## src/rtl/lsag_pkg.sv

```systemverilog
package lsag_pkg;
  typedef enum logic [2:0] {
    MODE_ABS = 3'd0,
    MODE_STK = 3'd1,
    MODE_IDX = 3'd2
  } lsag_mode_e;

  typedef enum logic {
    ST_IDLE = 1'b0,
    ST_REQ  = 1'b1
  } lsag_state_e;
endpackage

```

## src/rtl/lsag_decode.sv

```systemverilog
module lsag_decode #(
  parameter int ADDR_W   = 20,
  parameter int MODE_LSB = 10
) (
  input  logic [2*ADDR_W-1:0] instr_i,
  output lsag_pkg::lsag_mode_e mode_o,
  output logic                legal_o,
  output logic                store_o,
  output logic [ADDR_W-1:0]   abs_o,
  output logic [ADDR_W-1:0]   disp_o
);
  import lsag_pkg::*;
  localparam int DISP_W  = MODE_LSB;
  localparam int DIR_BIT = MODE_LSB + 3;

  logic [2:0]        mode_raw;
  logic [DISP_W-1:0] disp_raw;
  logic              unused_bits;

  assign mode_raw    = instr_i[MODE_LSB+2:MODE_LSB];
  assign disp_raw    = instr_i[DISP_W-1:0];
  assign store_o     = instr_i[DIR_BIT];
  assign abs_o       = instr_i[2*ADDR_W-1:ADDR_W];
  assign legal_o     = (mode_raw <= 3'd2);
  assign mode_o      = lsag_mode_e'(mode_raw);
  assign unused_bits = ^instr_i[ADDR_W-1:DIR_BIT+1];

  generate
    if (DISP_W < ADDR_W) begin : g_sext
      assign disp_o = {{(ADDR_W-DISP_W){disp_raw[DISP_W-1]}}, disp_raw};
    end else begin : g_trunc
      assign disp_o = disp_raw[ADDR_W-1:0];
    end
  endgenerate
endmodule

```

## src/rtl/lsag_addr_unit.sv

```systemverilog
module lsag_addr_unit #(
  parameter int ADDR_W = 20
) (
  input  lsag_pkg::lsag_mode_e mode_i,
  input  logic                store_i,
  input  logic [ADDR_W-1:0]   abs_i,
  input  logic [ADDR_W-1:0]   disp_i,
  input  logic [ADDR_W-1:0]   sp_i,
  input  logic [ADDR_W-1:0]   idx_i,
  output logic [ADDR_W-1:0]   addr_o,
  output logic [ADDR_W-1:0]   sp_next_o,
  output logic                stack_o
);
  import lsag_pkg::*;
  logic [ADDR_W-1:0] sp_dec, sp_inc;

  assign sp_dec = sp_i - ADDR_W'(1);
  assign sp_inc = sp_i + ADDR_W'(1);

  always_comb begin
    stack_o   = 1'b0;
    sp_next_o = sp_i;
    unique case (mode_i)
      MODE_STK: begin
        stack_o   = 1'b1;
        // push: pre-decrement; pop: use then increment
        addr_o    = store_i ? sp_dec : sp_i;
        sp_next_o = store_i ? sp_dec : sp_inc;
      end
      MODE_IDX: addr_o = idx_i + disp_i;
      default:  addr_o = abs_i;
    endcase
  end
endmodule

```

## src/rtl/lsag_ctrl.sv

```systemverilog
module lsag_ctrl #(
  parameter int ADDR_W = 20
) (
  input  logic              clk_i,
  input  logic              rst_ni,
  input  logic              issue_i,
  input  logic              legal_i,
  input  logic              stack_i,
  input  logic              store_i,
  input  logic [ADDR_W-1:0] addr_i,
  input  logic [ADDR_W-1:0] sp_next_i,
  input  logic              mem_ack_i,
  output logic              busy_o,
  output logic              mem_req_o,
  output logic              mem_we_o,
  output logic [ADDR_W-1:0] mem_addr_o,
  output logic              done_o,
  output logic              err_o,
  output logic [ADDR_W-1:0] sp_o,
  output logic              sp_we_o
);
  import lsag_pkg::*;
  lsag_state_e       state_q;
  logic [ADDR_W-1:0] addr_q, sp_q;
  logic              we_q, stk_q, done_q, err_q, sp_we_q;

  always_ff @(posedge clk_i or negedge rst_ni) begin
    if (!rst_ni) begin
      state_q <= ST_IDLE;
      addr_q  <= '0;
      sp_q    <= '0;
      we_q    <= 1'b0;
      stk_q   <= 1'b0;
      done_q  <= 1'b0;
      err_q   <= 1'b0;
      sp_we_q <= 1'b0;
    end else begin
      done_q  <= 1'b0;
      err_q   <= 1'b0;
      sp_we_q <= 1'b0;
      unique case (state_q)
        ST_IDLE: begin
          if (issue_i) begin
            if (legal_i) begin
              state_q <= ST_REQ;
              addr_q  <= addr_i;
              we_q    <= store_i;
              stk_q   <= stack_i;
              if (stack_i) sp_q <= sp_next_i;
            end else begin
              err_q <= 1'b1;
            end
          end
        end
        ST_REQ: begin
          if (mem_ack_i) begin
            state_q <= ST_IDLE;
            done_q  <= 1'b1;
            sp_we_q <= stk_q;
          end
        end
        default: state_q <= ST_IDLE;
      endcase
    end
  end

  assign busy_o     = (state_q == ST_REQ);
  assign mem_req_o  = (state_q == ST_REQ);
  assign mem_we_o   = we_q;
  assign mem_addr_o = addr_q;
  assign done_o     = done_q;
  assign err_o      = err_q;
  assign sp_o       = sp_q;
  assign sp_we_o    = sp_we_q;
endmodule

```

## src/rtl/ls_addr_gen.sv

```systemverilog
module ls_addr_gen #(
  parameter int ADDR_W   = 20,
  parameter int MODE_LSB = 10
) (
  input  logic                clk_i,
  input  logic                rst_ni,
  input  logic                issue_i,
  input  logic [2*ADDR_W-1:0] instr_i,
  input  logic [ADDR_W-1:0]   sp_i,
  input  logic [ADDR_W-1:0]   idx_i,
  output logic                busy_o,
  output logic                mem_req_o,
  output logic                mem_we_o,
  output logic [ADDR_W-1:0]   mem_addr_o,
  input  logic                mem_ack_i,
  output logic                done_o,
  output logic                err_o,
  output logic [ADDR_W-1:0]   sp_o,
  output logic                sp_we_o
);
  import lsag_pkg::*;
  lsag_mode_e        mode;
  logic              legal, store, stack;
  logic [ADDR_W-1:0] abs_addr, disp, addr, sp_next;

  lsag_decode #(.ADDR_W(ADDR_W), .MODE_LSB(MODE_LSB)) u_dec (
    .instr_i (instr_i),
    .mode_o  (mode),
    .legal_o (legal),
    .store_o (store),
    .abs_o   (abs_addr),
    .disp_o  (disp)
  );

  lsag_addr_unit #(.ADDR_W(ADDR_W)) u_addr (
    .mode_i    (mode),
    .store_i   (store),
    .abs_i     (abs_addr),
    .disp_i    (disp),
    .sp_i      (sp_i),
    .idx_i     (idx_i),
    .addr_o    (addr),
    .sp_next_o (sp_next),
    .stack_o   (stack)
  );

  lsag_ctrl #(.ADDR_W(ADDR_W)) u_ctrl (
    .clk_i      (clk_i),
    .rst_ni     (rst_ni),
    .issue_i    (issue_i),
    .legal_i    (legal),
    .stack_i    (stack),
    .store_i    (store),
    .addr_i     (addr),
    .sp_next_i  (sp_next),
    .mem_ack_i  (mem_ack_i),
    .busy_o     (busy_o),
    .mem_req_o  (mem_req_o),
    .mem_we_o   (mem_we_o),
    .mem_addr_o (mem_addr_o),
    .done_o     (done_o),
    .err_o      (err_o),
    .sp_o       (sp_o),
    .sp_we_o    (sp_we_o)
  );
endmodule

```

## config.mk

```make
export PLATFORM = sky130hd
export DESIGN_NAME = ls_addr_gen
export DESIGN_NICKNAME = d
export VERILOG_FILES = /design/src/rtl/lsag_pkg.sv /design/src/rtl/lsag_decode.sv /design/src/rtl/lsag_addr_unit.sv /design/src/rtl/lsag_ctrl.sv /design/src/rtl/ls_addr_gen.sv
export SDC_FILE = /design/constraint.sdc
export NUM_CORES = 1
export LEC_CHECK = 0
export BUFFER_PORTS_ARGS = -buffer_cell sky130_fd_sc_hd__buf_2
export CAP_MARGIN = 25
export CORE_UTILIZATION = 50
export CTS_CLUSTER_SIZE = 25
export DETAILED_ROUTE_END_ITERATION = 6
export PLACE_DENSITY = 0.76
export SETUP_SLACK_MARGIN = 0.5
export SLEW_MARGIN = 40
export SYNTH_ARGS = -nofsm -noshare
export SYNTH_HDL_FRONTEND = slang
export SYNTH_SLANG_ARGS = --single-unit
export TNS_END_PERCENT = 1
```

## constraint.sdc

```tcl
create_clock -name clk_i -period 1.92 [get_ports clk_i]
set_clock_uncertainty 0.2 [all_clocks]
set_input_delay 0.384 -clock clk_i [delete_from_list [all_inputs] [get_ports clk_i]]
set_output_delay 0.384 -clock clk_i [all_outputs]
set_load 0.05 [all_outputs]
```

After elaboration in Yosys (flattened, before gate mapping)
Index checks and enable logic that the tools add are counted.
{"block": "totals", "regBits": 46, "in_bits": 84, "out_inout_bits": 46, "wordCells": 33}
{"block": "op_classes", "add_sub_neg": 3, "order_cmp": 1, "eq_ne": 2, "mux": 16, "bitwise": 1, "n_reduce_logical": 2}
{"op": "$mux W20", "count": 3}
{"op": "$pmux W20 S2", "count": 1}
{"op": "$add A20 B1 Y20 const B", "count": 1}
{"op": "$add A20 B20 Y20", "count": 1}
{"op": "$sub A20 B1 Y20 const B", "count": 1}
{"op": "$mux W1", "count": 11}
{"op": "$reduce_and A4 Y1", "count": 1}
{"op": "$eq A3 B1 Y1 const B", "count": 1}
{"op": "$eq A3 B2 Y1 const B", "count": 1}
{"op": "$le A3 B2 Y1 const B", "count": 1}
{"op": "$reduce_and A3 Y1", "count": 1}
{"op": "$pmux W1 S2", "count": 1}
{"op": "$not A1 Y1", "count": 1}

Longest topological paths before layout
{"block": "logic_depth", "depth_word": 4, "depth_mapped": 9, "ltp_nobuf": 8}

Cells and area by module
Synthesis repeated with hierarchy kept, for this count alone.
{"block": "hier_totals", "hier_cells": 496, "area_unflattened_um2": 4516.8}
{"mod": "lsag_addr_unit", "n_inst": 1, "cells_per_inst": 351, "area_per_inst_um2": 2290.9, "seq_area_each_um2": 0.0}
{"mod": "lsag_ctrl", "n_inst": 1, "cells_per_inst": 100, "area_per_inst_um2": 1886.8, "seq_area_each_um2": 1151.1}
{"mod": "lsag_decode", "n_inst": 1, "cells_per_inst": 45, "area_per_inst_um2": 339.1, "seq_area_each_um2": 0.0}

Least setup slack after synthesis
Ideal clock, no wire load.
{"block": "synth_path", "kind": "input-to-reg", "start": "input instr_i[0]", "end": "register u_ctrl.addr_q[18], in the netlist u_ctrl.mem_addr_o[18]", "setup_ns": 0.126, "t_arrival_ns": 2.283, "required_time_ns": 1.594, "slack_ns": -0.690, "stages": 8, "path_buffers": 0, "cell_sequence": "ha_1 > fa_1 > a21o_1 > a221oi_2 > o22ai_1 > nand3_1 > o311ai_1 > o32a_1"}
{"block": "synth_via", "elab_chain_cells": 2}
{"element": "start: declaration", "line_no": "ls_addr_gen.sv:8", "text": "input logic [2*ADDR_W-1:0] instr_i,"}
{"element": "$add A20 B20 Y20", "line_no": "lsag_addr_unit.sv:30", "text": "MODE_IDX: addr_o = idx_i + disp_i;"}
{"element": "$pmux W20 S2", "line_no": "lsag_addr_unit.sv:23", "text": "unique case (mode_i)"}
{"element": "end signal: assignment", "line_no": "lsag_ctrl.sv:46", "text": "addr_q <= addr_i;"}
{"element": "end: declaration", "line_no": "lsag_ctrl.sv:24", "text": "logic [ADDR_W-1:0] addr_q, sp_q;"}
No other way between the ends.
A chain may end at the register's enable or synchronous reset.

Worst setup path after layout
{"block": "layout_path", "start": "input instr_i[9]", "end": "register u_ctrl.addr_q[19], in the netlist u_ctrl.mem_addr_o[19]"}
Same word-level chain as after synthesis.

==> results.py <==
metrics = {
    "run": {
        "cap_violations": 0,
    },
    "timing": {
        "fin_ws_ns": -0.365,
        "slew_headroom": 0.740,
        "fin_crit_ns": 2.29,
        "finalSetupViolations": 23,
        "finalHoldViolCount": 0,
        "fin_hold_ws_ns": 0.139,
        "setup_tns_ns": -4.73,
        "rsz0062_at_grt": "yes",
        "max_freq_mhz": 438,
        "report.final.slew_viol_count": 0,
        "fin_crit_sh": 1.19,
        "worstMarginPinSlew_ns": 0.387,
    },
    "critical_path": {
        "cp.required_ns": 1.96,
        "cp_max_fo": 10,
        "cp-start-kind": "input port",
        "worstSetupEndpointType": "flop",
        "path_class": "in2reg",
        "cp_data_arrival_time_ns": 2.32,
    },
    "placement": {
        "place_inst": 796,
        "placed_area_um2": 5640,
        "post-dp-hpwl_um": 11100,
        "place_congestion": 0.993,
        "port_buffers": 123,
    },
    "logic_synthesis": {
        "synth_edf_count": 0,
        "ys_warn_count": 0,
        "synth_cell_types": 64,
        "synth_fp_nets": 572,
        "ys.flop_type": "dfrtp_1",
        "ys_ff_latch": 46,
        "avgSynthCellArea_um2": 8.31,
        "async_reset_ff_frac": 1.00,
        "synth_seq_area_share": 0.299,
        "synthCells": 464,
        "syn_area_um2": 3860,
    },
    "pwr": {
        "intPower_mw": 2.65,
        "p_sw_frac": 0.450,
        "seq_power_share": 0.285,
        "p_leak_nw": 2.99,
        "p_per_area_nw_per_um2": 747,
        "pwr-share-comb": 0.559,
        "clockPowerShare": 0.156,
        "switching_power_mw": 2.17,
        "peakVddDrop_v": 0.000345,
    },
    "floorplan": {
        "die_y_um": 89.8,
        "start_util": 0.523,
        "core_area_um2": 7370,
        "die_w_um": 89.8,
        "pin_count": 130,
        "rows": 31,
        "die_area_um2": 8070,
    },
    "clocking": {
        "htreeDepth": 2,
        "cts.sinks": 46,
        "clk_pin_slew_ns": 0.09,
        "cts.path.max_buffers": 2,
        "cts_inserted_buffers": 5,
        "cts_tree": "done",
        "root_buffer": "clkbuf_8",
        "clk_latency_ns": 0.30,
    },
    "finish": {
        "multi_input_area_um2": 3010,
        "final_cells": 807,
        "nets": 814,
        "regArea_um2": 1150,
        "syn_to_final_growth_pct": 67.5,
        "fill_cells": 361,
        "final_cell_mix": "buf_4 (126), buf_2 (72), nand2_1 (57), buf_6 (57), dfrtp_1 (46)",
        "drive_gt1_frac": 0.475,
        "fin_area_um2": 6460,
        "final_common_cell": "buf_4",
    },
    "global_routing": {
        "gr-usage-all-layers": 0.377,
        "grt_max_degree": 41,
        "grt_first_pass_wirelength_um": 24300,
        "grt_overflow": 0,
        "grt_antenna_before_repair": 1,
        "grt_pass1_vias": 4976,
    },
    "drt": {
        "wire_per_inst_um": 21.2,
        "drt_iter0_drc": 536,
        "drc": 0,
        "routed_wl_um": 17100,
        "num_vias": 5159,
        "viasPerCell": 6.39,
        "drtPass1Iterations": 5,
        "ant_nets": 0,
    },
    "outcome": {
        "violations": "negative setup slack",
        "outcome": "finished, violations left",
    },
    "hold_path": {
        "hp-class": "in2reg",
    },
}
[path summary, 6_finish.rpt]
kind / startpoint / cells past startpoint / slack, ns / endpoint
max: instr_i[9] / 8 / -0.37 / u_ctrl.mem_addr_o[19]
min: mem_ack_i / 2 / 0.14 / u_ctrl.busy_o
max reg2reg: u_ctrl.busy_o / 6 / 0.14 / u_ctrl.mem_addr_o[16]
min reg2reg: u_ctrl.sp_o[9] / 2 / 0.32 / u_ctrl.sp_o[9]
max in group asynchronous: rst_ni / 3 / 0.67 / u_ctrl.sp_o[7]
min in group asynchronous: rst_ni / 2 / 0.35 / u_ctrl.mem_we_o
[area by class of cell]
cell class,count,area share
inverters,6,0.00388
diodes,1,0.000388
well taps,99,0.0192
repair buffers,261,0.316
clock buffers,7,0.0118
flip-flops and latches,46,0.178
clock inverters,1,0.00465
multi-input cells,386,0.465
[cell families after synthesis]
kind of cell,after synthesis,share of synthesized area
simple gates,160,0.217
mux,4,0.0107
compound gates,152,0.254
flops,46,0.299
xor+xnor,46,0.104
buf+inv,32,0.0350
fa+ha+maj,24,0.0798
[power by group through the flow]
stage | registers (mW) | logic (mW) | clock network [mW]
final | 1.38 | 2.70 | 0.751
after global routing | 1.39 | 2.81 | 0.789
after CTS | 1.36 | 2.57 | 0.744
after floorplan | 2.07 | 0.643 | 0
after global placement | 1.31 | 2.16 | 0
after detailed placement | 1.32 | 2.21 | 0
[registers in the layout, indices dropped and copies added (netlist names)]
register           cells
u_ctrl.sp_o           20
u_ctrl.stk_q           1
u_ctrl.mem_addr_o     20
u_ctrl.busy_o          1
u_ctrl.done_o          1
u_ctrl.err_o           1
u_ctrl.sp_we_o         1
u_ctrl.mem_we_o        1
[what timing repair did]
action,4_1_cts,5_1_grt
hold endpoints to repair,15,0
pin swaps,30,18
endpoints found under the setup margin,89,88
hold buffers,1,0
resized for setup,157,30
setup buffers,1,0
[Yosys cell counts (2+ instances only)]
master,n,area share
nand3_1,8,0.010
o21ai_0,41,0.053
xnor2_1,17,0.039
nand2_1,60,0.058
inv_1,6,0.0058
and2_1,3,0.0049
a221oi_1,8,0.018
mux2i_1,3,0.0078
a22oi_1,3,0.0058
o22ai_1,5,0.0081
a2bb2oi_1,2,0.0045
or3_4,2,0.0058
buf_2,3,0.0039
or3_1,6,0.0097
o21ai_1,3,0.0039
clkbuf_1,21,0.020
ha_1,23,0.075
nand4_1,3,0.0049
nor2b_1,9,0.015
o41ai_1,2,0.0045
dfrtp_1,46,0.30
or4_1,4,0.0078
a31oi_1,10,0.016
o221ai_1,2,0.0045
o22a_1,2,0.0045
nand2b_1,4,0.0065
and3_1,9,0.015
a21oi_1,37,0.048
and4_1,3,0.0068
o21a_1,6,0.012
o211ai_1,4,0.0078
nor4_1,4,0.0065
xor2_1,29,0.066
o31ai_1,2,0.0039
o2111ai_1,2,0.0045
a222oi_1,4,0.010
a211oi_1,2,0.0039
nor3_1,7,0.0091
nor2_1,29,0.028
a21o_1,6,0.012
[metal layers]
metal  GRT usage  routed length, um  vias up  share of wire
met5           0                  0        -              0
li1            -                  -     2195              -
met3      0.0575               1440      130          0.084
met1       0.424               6010     2404           0.35
met4       0.210               1140        0          0.067
met2       0.679               8550      430           0.50
[through the flow]
| step | setup WS, ns | utilization | total power, mW |
|---|---|---|---|
| 5_1_grt | -0.450 | 0.876 | 4.99 |
| 3_5_place_dp | -0.820 | 0.765 | 3.53 |
| 2_1_floorplan | -0.507 | - | 2.71 |
| 6_report | -0.365 | 0.876 | 4.82 |
| 3_3_place_gp | -0.730 | 0.765 | 3.47 |
| 4_1_cts | -0.358 | 0.858 | 4.67 |
[critical path: stages]
cell and delay (ns):
buf_6 0.14, ha_1 0.22, a21o_1 0.20, a21o_1 0.18, a221o_1 0.30, or4_1 0.53, a41o_1 0.23, a21oi_1 0.14
(Power assumes the default switching activity.)
